--- src/rtl/dslp_pkg.sv ---
`timescale 1ns/1ps
package dslp_pkg;
  localparam int WAKE_NUM  = 5;
  localparam int SRC_POR   = 0;
  localparam int SRC_WDT   = 1;
  localparam int SRC_RTC   = 2;
  localparam int SRC_EXT   = 3;
  localparam int SRC_INT   = 4;

  typedef enum logic [1:0] {
    ST_AWAKE  = 2'd0,
    ST_SLEEP  = 2'd1,
    ST_RSTWIN = 2'd2
  } dslpState_t;

  // strobes from control to datapath
  typedef struct packed {
    logic enter;     // entering sleep this cycle
    logic wake;      // leaving sleep this cycle
    logic sleeping;  // in sleep state
    logic awake;     // in normal run state
  } ctrlStrobes_t;
endpackage

--- src/rtl/dslp_control.sv ---
`timescale 1ns/1ps
module dslp_control
  import dslp_pkg::*;
#(
  parameter int RST_CYCLES = 16
) (
  input  logic         clk,
  input  logic         rstN,
  input  logic         sleepReq,
  input  logic         wakeAny,
  output ctrlStrobes_t strobes,
  output logic         asleep,
  output logic         sysResetReq
);
  localparam int CNT_W = $clog2(RST_CYCLES + 1);

  dslpState_t state;
  logic [CNT_W-1:0] winCnt;

  always_comb begin
    strobes.awake    = (state == ST_AWAKE);
    strobes.sleeping = (state == ST_SLEEP);
    strobes.enter    = strobes.awake && sleepReq;
    strobes.wake     = strobes.sleeping && wakeAny;
  end

  always_ff @(posedge clk or negedge rstN) begin
    if (!rstN) begin
      state  <= ST_AWAKE;
      winCnt <= '0;
    end else begin
      case (state)
        ST_AWAKE: if (sleepReq) state <= ST_SLEEP;
        ST_SLEEP: if (wakeAny) begin
          state  <= ST_RSTWIN;
          winCnt <= '0;
        end
        ST_RSTWIN: begin
          if (winCnt == CNT_W'(RST_CYCLES - 1)) state <= ST_AWAKE;
          else winCnt <= winCnt + 1'b1;
        end
        default: state <= ST_AWAKE;
      endcase
    end
  end

  assign asleep      = (state == ST_SLEEP);
  assign sysResetReq = (state == ST_RSTWIN);
endmodule

--- src/rtl/dslp_datapath.sv ---
`timescale 1ns/1ps
module dslp_datapath
  import dslp_pkg::*;
#(
  parameter int GPR_W = 16,
  parameter int PAD_N = 8
) (
  input  logic                clk,
  input  logic                rstN,
  input  ctrlStrobes_t        strobes,
  input  logic                porEvent,
  input  logic                wdtTimeout,
  input  logic                rtcEnable,
  input  logic                rtcAlarm,
  input  logic                extRstN,
  input  logic                intPin,
  input  logic                intEnable,
  input  logic                intPolarity,
  input  logic                brownOut,
  input  logic                clrWokeFlag,
  input  logic                clrBrownOut,
  input  logic                padRelease,
  input  logic                gprWe,
  input  logic                gprSel,
  input  logic [GPR_W-1:0]    gprWdata,
  input  logic [PAD_N-1:0]    padOe,
  input  logic [PAD_N-1:0]    padOut,
  output logic                wakeAny,
  output logic                irqFlush,
  output logic [WAKE_NUM-1:0] wakeSrc,
  output logic                wokeFlag,
  output logic                brownOutFlag,
  output logic                padsFrozen,
  output logic [PAD_N-1:0]    padOeOut,
  output logic [PAD_N-1:0]    padDrive,
  output logic [GPR_W-1:0]    gprRd0,
  output logic [GPR_W-1:0]    gprRd1
);
  logic intSync1, intSync2, intPrev;
  logic intEnCap, intPolCap;
  logic intEdge;
  logic [WAKE_NUM-1:0] srcNow;
  logic [PAD_N-1:0] oeCap, latCap;

  // two-flop synchronizer plus history flop for edge detection
  always_ff @(posedge clk or negedge rstN) begin
    if (!rstN) begin
      intSync1 <= 1'b0;
      intSync2 <= 1'b0;
      intPrev  <= 1'b0;
    end else begin
      intSync1 <= intPin;
      intSync2 <= intSync1;
      intPrev  <= intSync2;
    end
  end

  assign intEdge = (intSync2 == intPolCap) && (intPrev != intPolCap);

  always_comb begin
    srcNow          = '0;
    srcNow[SRC_POR] = porEvent;
    srcNow[SRC_WDT] = wdtTimeout;
    srcNow[SRC_RTC] = rtcAlarm && rtcEnable;
    srcNow[SRC_EXT] = !extRstN;
    srcNow[SRC_INT] = intEnCap && intEdge;
  end
  assign wakeAny = |srcNow;

  always_ff @(posedge clk or negedge rstN) begin
    if (!rstN) begin
      intEnCap     <= 1'b0;
      intPolCap    <= 1'b0;
      irqFlush     <= 1'b0;
      wakeSrc      <= '0;
      wokeFlag     <= 1'b0;
      brownOutFlag <= 1'b0;
      padsFrozen   <= 1'b0;
      oeCap        <= '0;
      latCap       <= '0;
    end else begin
      irqFlush <= strobes.enter;
      if (strobes.enter) begin
        intEnCap   <= intEnable;
        intPolCap  <= intPolarity;
        wakeSrc    <= '0;
        padsFrozen <= 1'b1;
        oeCap      <= padOe;
        latCap     <= padOut;
      end
      if (strobes.wake) begin
        wakeSrc  <= srcNow;
        wokeFlag <= 1'b1;
      end
      if (strobes.awake && clrWokeFlag) wokeFlag <= 1'b0;
      if (strobes.sleeping && brownOut) brownOutFlag <= 1'b1;
      if (strobes.awake && clrBrownOut) brownOutFlag <= 1'b0;
      if (strobes.awake && padRelease && !strobes.enter) padsFrozen <= 1'b0;
    end
  end

  // retention registers: writable only in the run state
  always_ff @(posedge clk or negedge rstN) begin
    if (!rstN) begin
      gprRd0 <= '0;
      gprRd1 <= '0;
    end else if (strobes.awake && gprWe) begin
      if (gprSel) gprRd1 <= gprWdata;
      else        gprRd0 <= gprWdata;
    end
  end

  assign padOeOut = padsFrozen ? oeCap : padOe;
  assign padDrive = padsFrozen ? (oeCap & latCap) : (padOe & padOut);
endmodule

--- src/rtl/dslp_ctrl.sv ---
`timescale 1ns/1ps
module dslp_ctrl
  import dslp_pkg::*;
#(
  parameter int GPR_W      = 16,
  parameter int PAD_N      = 8,
  parameter int RST_CYCLES = 16
) (
  input  logic                clk,
  input  logic                rstN,
  input  logic                sleepReq,
  input  logic                porEvent,
  input  logic                wdtTimeout,
  input  logic                rtcEnable,
  input  logic                rtcAlarm,
  input  logic                extRstN,
  input  logic                intPin,
  input  logic                intEnable,
  input  logic                intPolarity,
  input  logic                brownOut,
  input  logic                clrWokeFlag,
  input  logic                clrBrownOut,
  input  logic                padRelease,
  input  logic                gprWe,
  input  logic                gprSel,
  input  logic [GPR_W-1:0]    gprWdata,
  input  logic [PAD_N-1:0]    padOe,
  input  logic [PAD_N-1:0]    padOut,
  output logic                asleep,
  output logic                sysResetReq,
  output logic                irqFlush,
  output logic [WAKE_NUM-1:0] wakeSrc,
  output logic                wokeFlag,
  output logic                brownOutFlag,
  output logic                padsFrozen,
  output logic [PAD_N-1:0]    padOeOut,
  output logic [PAD_N-1:0]    padDrive,
  output logic [GPR_W-1:0]    gprRd0,
  output logic [GPR_W-1:0]    gprRd1
);
  ctrlStrobes_t strobes;
  logic wakeAny;

  dslp_control #(.RST_CYCLES(RST_CYCLES)) i_control (
    .clk(clk), .rstN(rstN), .sleepReq(sleepReq), .wakeAny(wakeAny),
    .strobes(strobes), .asleep(asleep), .sysResetReq(sysResetReq)
  );

  dslp_datapath #(.GPR_W(GPR_W), .PAD_N(PAD_N)) i_datapath (
    .clk(clk), .rstN(rstN), .strobes(strobes),
    .porEvent(porEvent), .wdtTimeout(wdtTimeout), .rtcEnable(rtcEnable),
    .rtcAlarm(rtcAlarm), .extRstN(extRstN), .intPin(intPin),
    .intEnable(intEnable), .intPolarity(intPolarity), .brownOut(brownOut),
    .clrWokeFlag(clrWokeFlag), .clrBrownOut(clrBrownOut),
    .padRelease(padRelease), .gprWe(gprWe), .gprSel(gprSel),
    .gprWdata(gprWdata), .padOe(padOe), .padOut(padOut),
    .wakeAny(wakeAny), .irqFlush(irqFlush), .wakeSrc(wakeSrc),
    .wokeFlag(wokeFlag), .brownOutFlag(brownOutFlag),
    .padsFrozen(padsFrozen), .padOeOut(padOeOut), .padDrive(padDrive),
    .gprRd0(gprRd0), .gprRd1(gprRd1)
  );
endmodule

--- config.mk ---
export PLATFORM = sky130hd
export DESIGN_NAME = dslp_ctrl
export DESIGN_NICKNAME = d
export VERILOG_FILES = /design/src/rtl/dslp_pkg.sv /design/src/rtl/dslp_control.sv /design/src/rtl/dslp_datapath.sv /design/src/rtl/dslp_ctrl.sv
export SDC_FILE = /design/constraint.sdc
export NUM_CORES = 1
export LEC_CHECK = 0
export BUFFER_PORTS_ARGS = -buffer_cell sky130_fd_sc_hd__buf_2
export CAP_MARGIN = 15
export CORE_ASPECT_RATIO = 0.6
export CORE_MARGIN = 10
export CORE_UTILIZATION = 53
export CTS_CLUSTER_SIZE = 20
export DETAILED_ROUTE_END_ITERATION = 7
export PLACE_DENSITY = 0.92
export SYNTH_ARGS = -nofsm -noshare
export SYNTH_HDL_FRONTEND = slang
export SYNTH_HIERARCHICAL = 1
export SYNTH_SLANG_ARGS = --single-unit
--- constraint.sdc ---
create_clock -name clk -period 3.3 [get_ports clk]
set_clock_uncertainty 0.15 [all_clocks]
set_input_delay 0 -clock clk [delete_from_list [all_inputs] [get_ports clk]]
set_output_delay 0 -clock clk [all_outputs]
set_load 0.01 [all_outputs]
# Word-level counts from Yosys, hierarchy flattened
# Cells that the tools add are included.
[classes]
addsub = 1
eq_ne = 9
n_mux = 17
bitwise_logic = 3
n_reduce_logical = 24
[op_table]
columns = ["cell", "count"]
rows = [
  ["5-bit 2-to-1 mux", 4],
  ["8-bit AND", 2],
  ["8-bit 2-to-1 mux", 2],
  ["1-bit logical AND", 11],
  ["5-bit case mux with 2 select lines", 1],
  ["2-bit nonzero test", 5],
  ["1-bit 2-to-1 mux", 6],
  ["2-bit 2-to-1 mux", 3],
  ["2-bit case mux with 3 select lines", 1],
  ["3-bit AND reduction", 2],
  ["5-bit by 1-bit adder with 5-bit output, second input constant", 1],
  ["5-bit by 4-bit == test with 1-bit output, second input constant", 1],
  ["5-bit OR reduction", 1],
  ["2-bit by 1-bit != test with 1-bit output, second input constant", 2],
  ["2-bit != test, second input constant", 2],
  ["2-bit AND reduction", 2],
  ["2-bit by 1-bit == test with 1-bit output, second input constant", 1],
  ["2-bit == test, second input constant", 1],
  ["1-bit logical NOT", 2],
  ["2-bit logical NOT", 1],
  ["1-bit == test", 1],
  ["1-bit != test", 1],
  ["1-bit NOT", 1],
]
[totals]
regBits = 69
inputBits = 49
wordCells = 70

# Logic depth before layout (Yosys ltp)
[logic_depth]
depth_word = 7
mapped_depth = 8
mapped_depth_nobuf = 8

# Modules after synthesis
# Netlist, hierarchy kept.
[modules_own_cells]
columns = ["module", "instances", "cells_each", "area_per_inst_um2"]
rows = [
  ["dslp_datapath", 1, 173, 2497.4],
  ["dslp_control", 1, 44, 407.9],
]

# Worst setup path after synthesis
# No wires, ideal clock.
[synth_timing]
kind = "register to register"
from = "register i_control.winCnt[0]"
to = "register i_control.winCnt[1]"
arrival_time_ps = 1509
t_required_ps = 3031
setup_slack_ps = 1521
path_stages_with_launch = 7
period_less_slack_ps = 1779
path_cell_list = "dfrtp_1 ha_1 and3_1 ha_1 or3b_4 o22ai_1 nor2_1"
[synth_between]
elab_chain_len = 3
word_cells_on_any_way = 6
classes_between = "add/sub: 1; eq/ne: 2; mux: 2; reduce/logical: 1"
[synth_rtl]
columns = ["element", "line_no", "source"]
rows = [
  ["from (decl)", "dslp_control.sv:18", "logic [CNT_W-1:0] winCnt;"],
  ["from (signal assigned)", "dslp_control.sv:40", "else winCnt <= winCnt + 1'b1;"],
  ["5-bit by 1-bit adder with 5-bit output / 5-bit by 4-bit == test with 1-bit output (equally long branches)", "dslp_control.sv:40, dslp_control.sv:39", ""],
  ["5-bit 2-to-1 mux / 2-bit != test (equally long branches)", "-", ""],
  ["5-bit case mux with 2 select lines / 3-bit AND reduction (equally long branches)", "-", ""],
]
# Parallel ways exist; a longest one is shown, timed or not. The select of a mux whose other input is x is not followed.
# A chain may end at the register's enable or synchronous reset.

==> results.cfg <==
[yosys]
syn_inst = 217
synth_area_leaders = dfrtp_1 (59%), mux2_2 (22%), o21ai_0 (2.1%), nand3_1 (1.7%), nand2_1 (1.6%)
syn_nets = 268
synth_area_um2 = 2910
synth_top_area_cell = dfrtp_1
ys_warn_count = 6
yosysSeqAreaShare_pct = 59.4
ys_ff_latch = 69
synth_top_area_share_pct = 59.4
synth_cell_types = 32
synth.avg_cell_area_um2 = 13.4

[route]
first_iter_violations = 80
antenna_left = 0
wl_um = 8120
vias = 2366
drc = 0
vias_per_cell = 5.32
wl_per_cell_um = 18.2
dr.pass1.iters = 4

[power]
power_density_nw_per_um2 = 911
p_leak_nw = 2.04
peakVddDrop_v = 0.000499

[place]
port_buffers = 107
gp_congestion = 0.804
place_ws_ps = 1090
place_hpwl_um = 5450
postPlaceCellArea_um2 = 3470

[clock_tree]
cts_sinks = 69
h-tree-depth = 3
numCtsBuffers = 9
ctsHoldBuffers = 46
cts_max_path_buffers = 2
insertion_delay_ps = 330
cts_root_buffer = clkbuf_8
tritoncts = built
clkTransAtPathRegs_ps = 70
cts_resized = 0
postCtsSetupBuffers = 0

[final_layout]
nNetsFinal = 424
drive_gt1_share_pct = 49.2
fin_area_um2 = 4160
syn_to_final_growth_pct = 43.1
multi_input_area_um2 = 1090
final_util_pct = 80.3
fill_cells = 321
seqCellArea_um2 = 1730

[outcome]
status = finished, final reports clean

[floorplan]
dieArea_um2 = 8940
num_rows = 20
io_pins = 108
core_area_um2 = 5180
dieHeight_um = 77.4
initial_core_util_pct = 56.1
die_w_um = 116

[critical_path]
arrival_ps = 2890
worst_path_most_repeated_cell = nor2_1
slowest_delay_ps = 770
path_class = flip-flop to flip-flop
cp_slowest_cell = and2_1
cp_max_fo = 21
end_kind = flip-flop
worst_setup_path_start_kind = flip-flop
crit_required_ps = 3360
crit_chain = nor2_1 > and2_1 > nor2_1 > a32o_1 > dlygate4sd3_1

[global_routing]
grt.total_usage_pct = 18.5
grt_pass1_wl_um = 13000
grt_max_degree = 48
grt_pass1_vias = 2537
grt_antenna_before_repair = 1
grt_overflow = 0

[sta]
layout_min_cycle_time_ps = 2830
grt_setup_unrepaired = false
max_freq_ghz = 0.354
tightestPinTransition_ps = 978
slew_viol_final = 0
hold_viol_final = 0
layout_worst_path_cycle_share_pct = 85.7
setup_viol = 0
tns_ps = 0
setup_slack_ps = 473
max-slew-margin-rel_pct = 34.8

[job]
max-cap-violations = 0

[hold_path]
hp-class = input pin to flip-flop
[cells in the mapped netlist (all sizes together)]
master and number:
dfrtp 69, mux2 58, nand2 12, o21ai 12, nand3 11, nor2 10
a21oi 8, buf 8, inv 4, a22o 2, clkbuf 2, ha 2
mux2i 2, nor3 2, o22ai 2, a211oi 1, a21o 1, a31oi 1
a32o 1, and2 1, and2b 1, and3 1, and4 1, and4b 1
and4bb 1, nand3b 1, nor2b 1, or3b 1
[cell usage in the layout, fill, tap and decap left out, types with 2 or more instances in the layout]
master         count
buf_2            107
dfrtp_1           69
mux2_2            58
dlygate4sd3_1     46
nand2_1           12
o21ai_0           12
clkbuf_8          11
nand3_1           10
nor2_1             9
a21oi_1            8
inv_1              4
bufinv_16          2
clkinv_2           2
mux2i_1            2
o22ai_1            2
nor3_1             2
ha_1               2
a22o_1             2
buf_4              2
[flip-flops by register name, summed over array words and instances (netlist names), 2 cells and up]
signal              count
i_control/state         2
i_datapath/latCap       8
i_datapath/wakeSrc      5
i_datapath/oeCap        8
i_datapath/gprRd0      16
i_control/winCnt        5
i_datapath/gprRd1      16
[stage by stage]
stage	instances	hold WS, ps	total power, mW
final	445	161	3.79
after floorplan	217	-446	2.38
after global routing	445	171	4.03
after detailed placement	382	-39.9	2.98
after global placement	382	-40.2	2.89
after CTS	444	70.2	3.79
[where the power goes]
group	switching [mW]	internal, mW
registers	0.301	1.25
clock network	0.289	0.465
logic	0.713	0.774
[layout make-up]
class	count	share of cell area, %
Antenna cell	1	0.0602
Clock buffer	12	3.73
Timing Repair Buffer	155	24.3
Inverter	4	0.361
Multi-Input combinational cell	134	26.3
Tap cell	66	1.99
Sequential cell	69	41.5
Clock inverter	4	1.69
[kinds of logic after synthesis]
family | share of synthesized area [%]
AND/OR/NAND/NOR | 8.10
buffers and inverters | 2.89
multiplexers | 23.2
flip-flops | 59.4
AO/OA/AOI/OAI | 5.56
adder cells (fa/ha/maj) | 0.861
[worst paths after layout]
| check | slack (ps) | end | startpoint | cells past startpoint |
|---|---|---|---|---|
| worst max register to register | 470 | i_datapath/wakeSrc[2] | i_control/state[1] | 5 |
| max in group asynchronous | 1890 | i_datapath/latCap[1] | rstN | 3 |
| worst min-delay path | 160 | i_datapath/intSync1 | intPin | 2 |
| worst max-delay path | 470 | i_datapath/wakeSrc[2] | i_control/state[1] | 5 |
| min in group asynchronous | 240 | i_datapath/wakeSrc[3] | rstN | 2 |
| worst min register to register | 200 | i_datapath/intSync2 | i_datapath/intSync1 | 0 |
[routing by layer]
layer  global-route usage [%]  part of all wire, %  vias to the layer above
met4                     8.31                  2.6                        0
li1                         -                    -                     1089
met2                     33.1                   53                       81
met5                        0                    0                        -
met3                     5.38                  5.7                       14
met1                     19.7                   38                     1182
[worst max-delay path, delay by kind of cell (launching register included)]
family	cells	cell delay [ps]
buffers and inverters	1	560
DFF	1	520
AOI/OAI and AO/OA	1	290
and+or+nand+nor	3	1200
No activity file was read; power rests on OpenSTA's default activity.
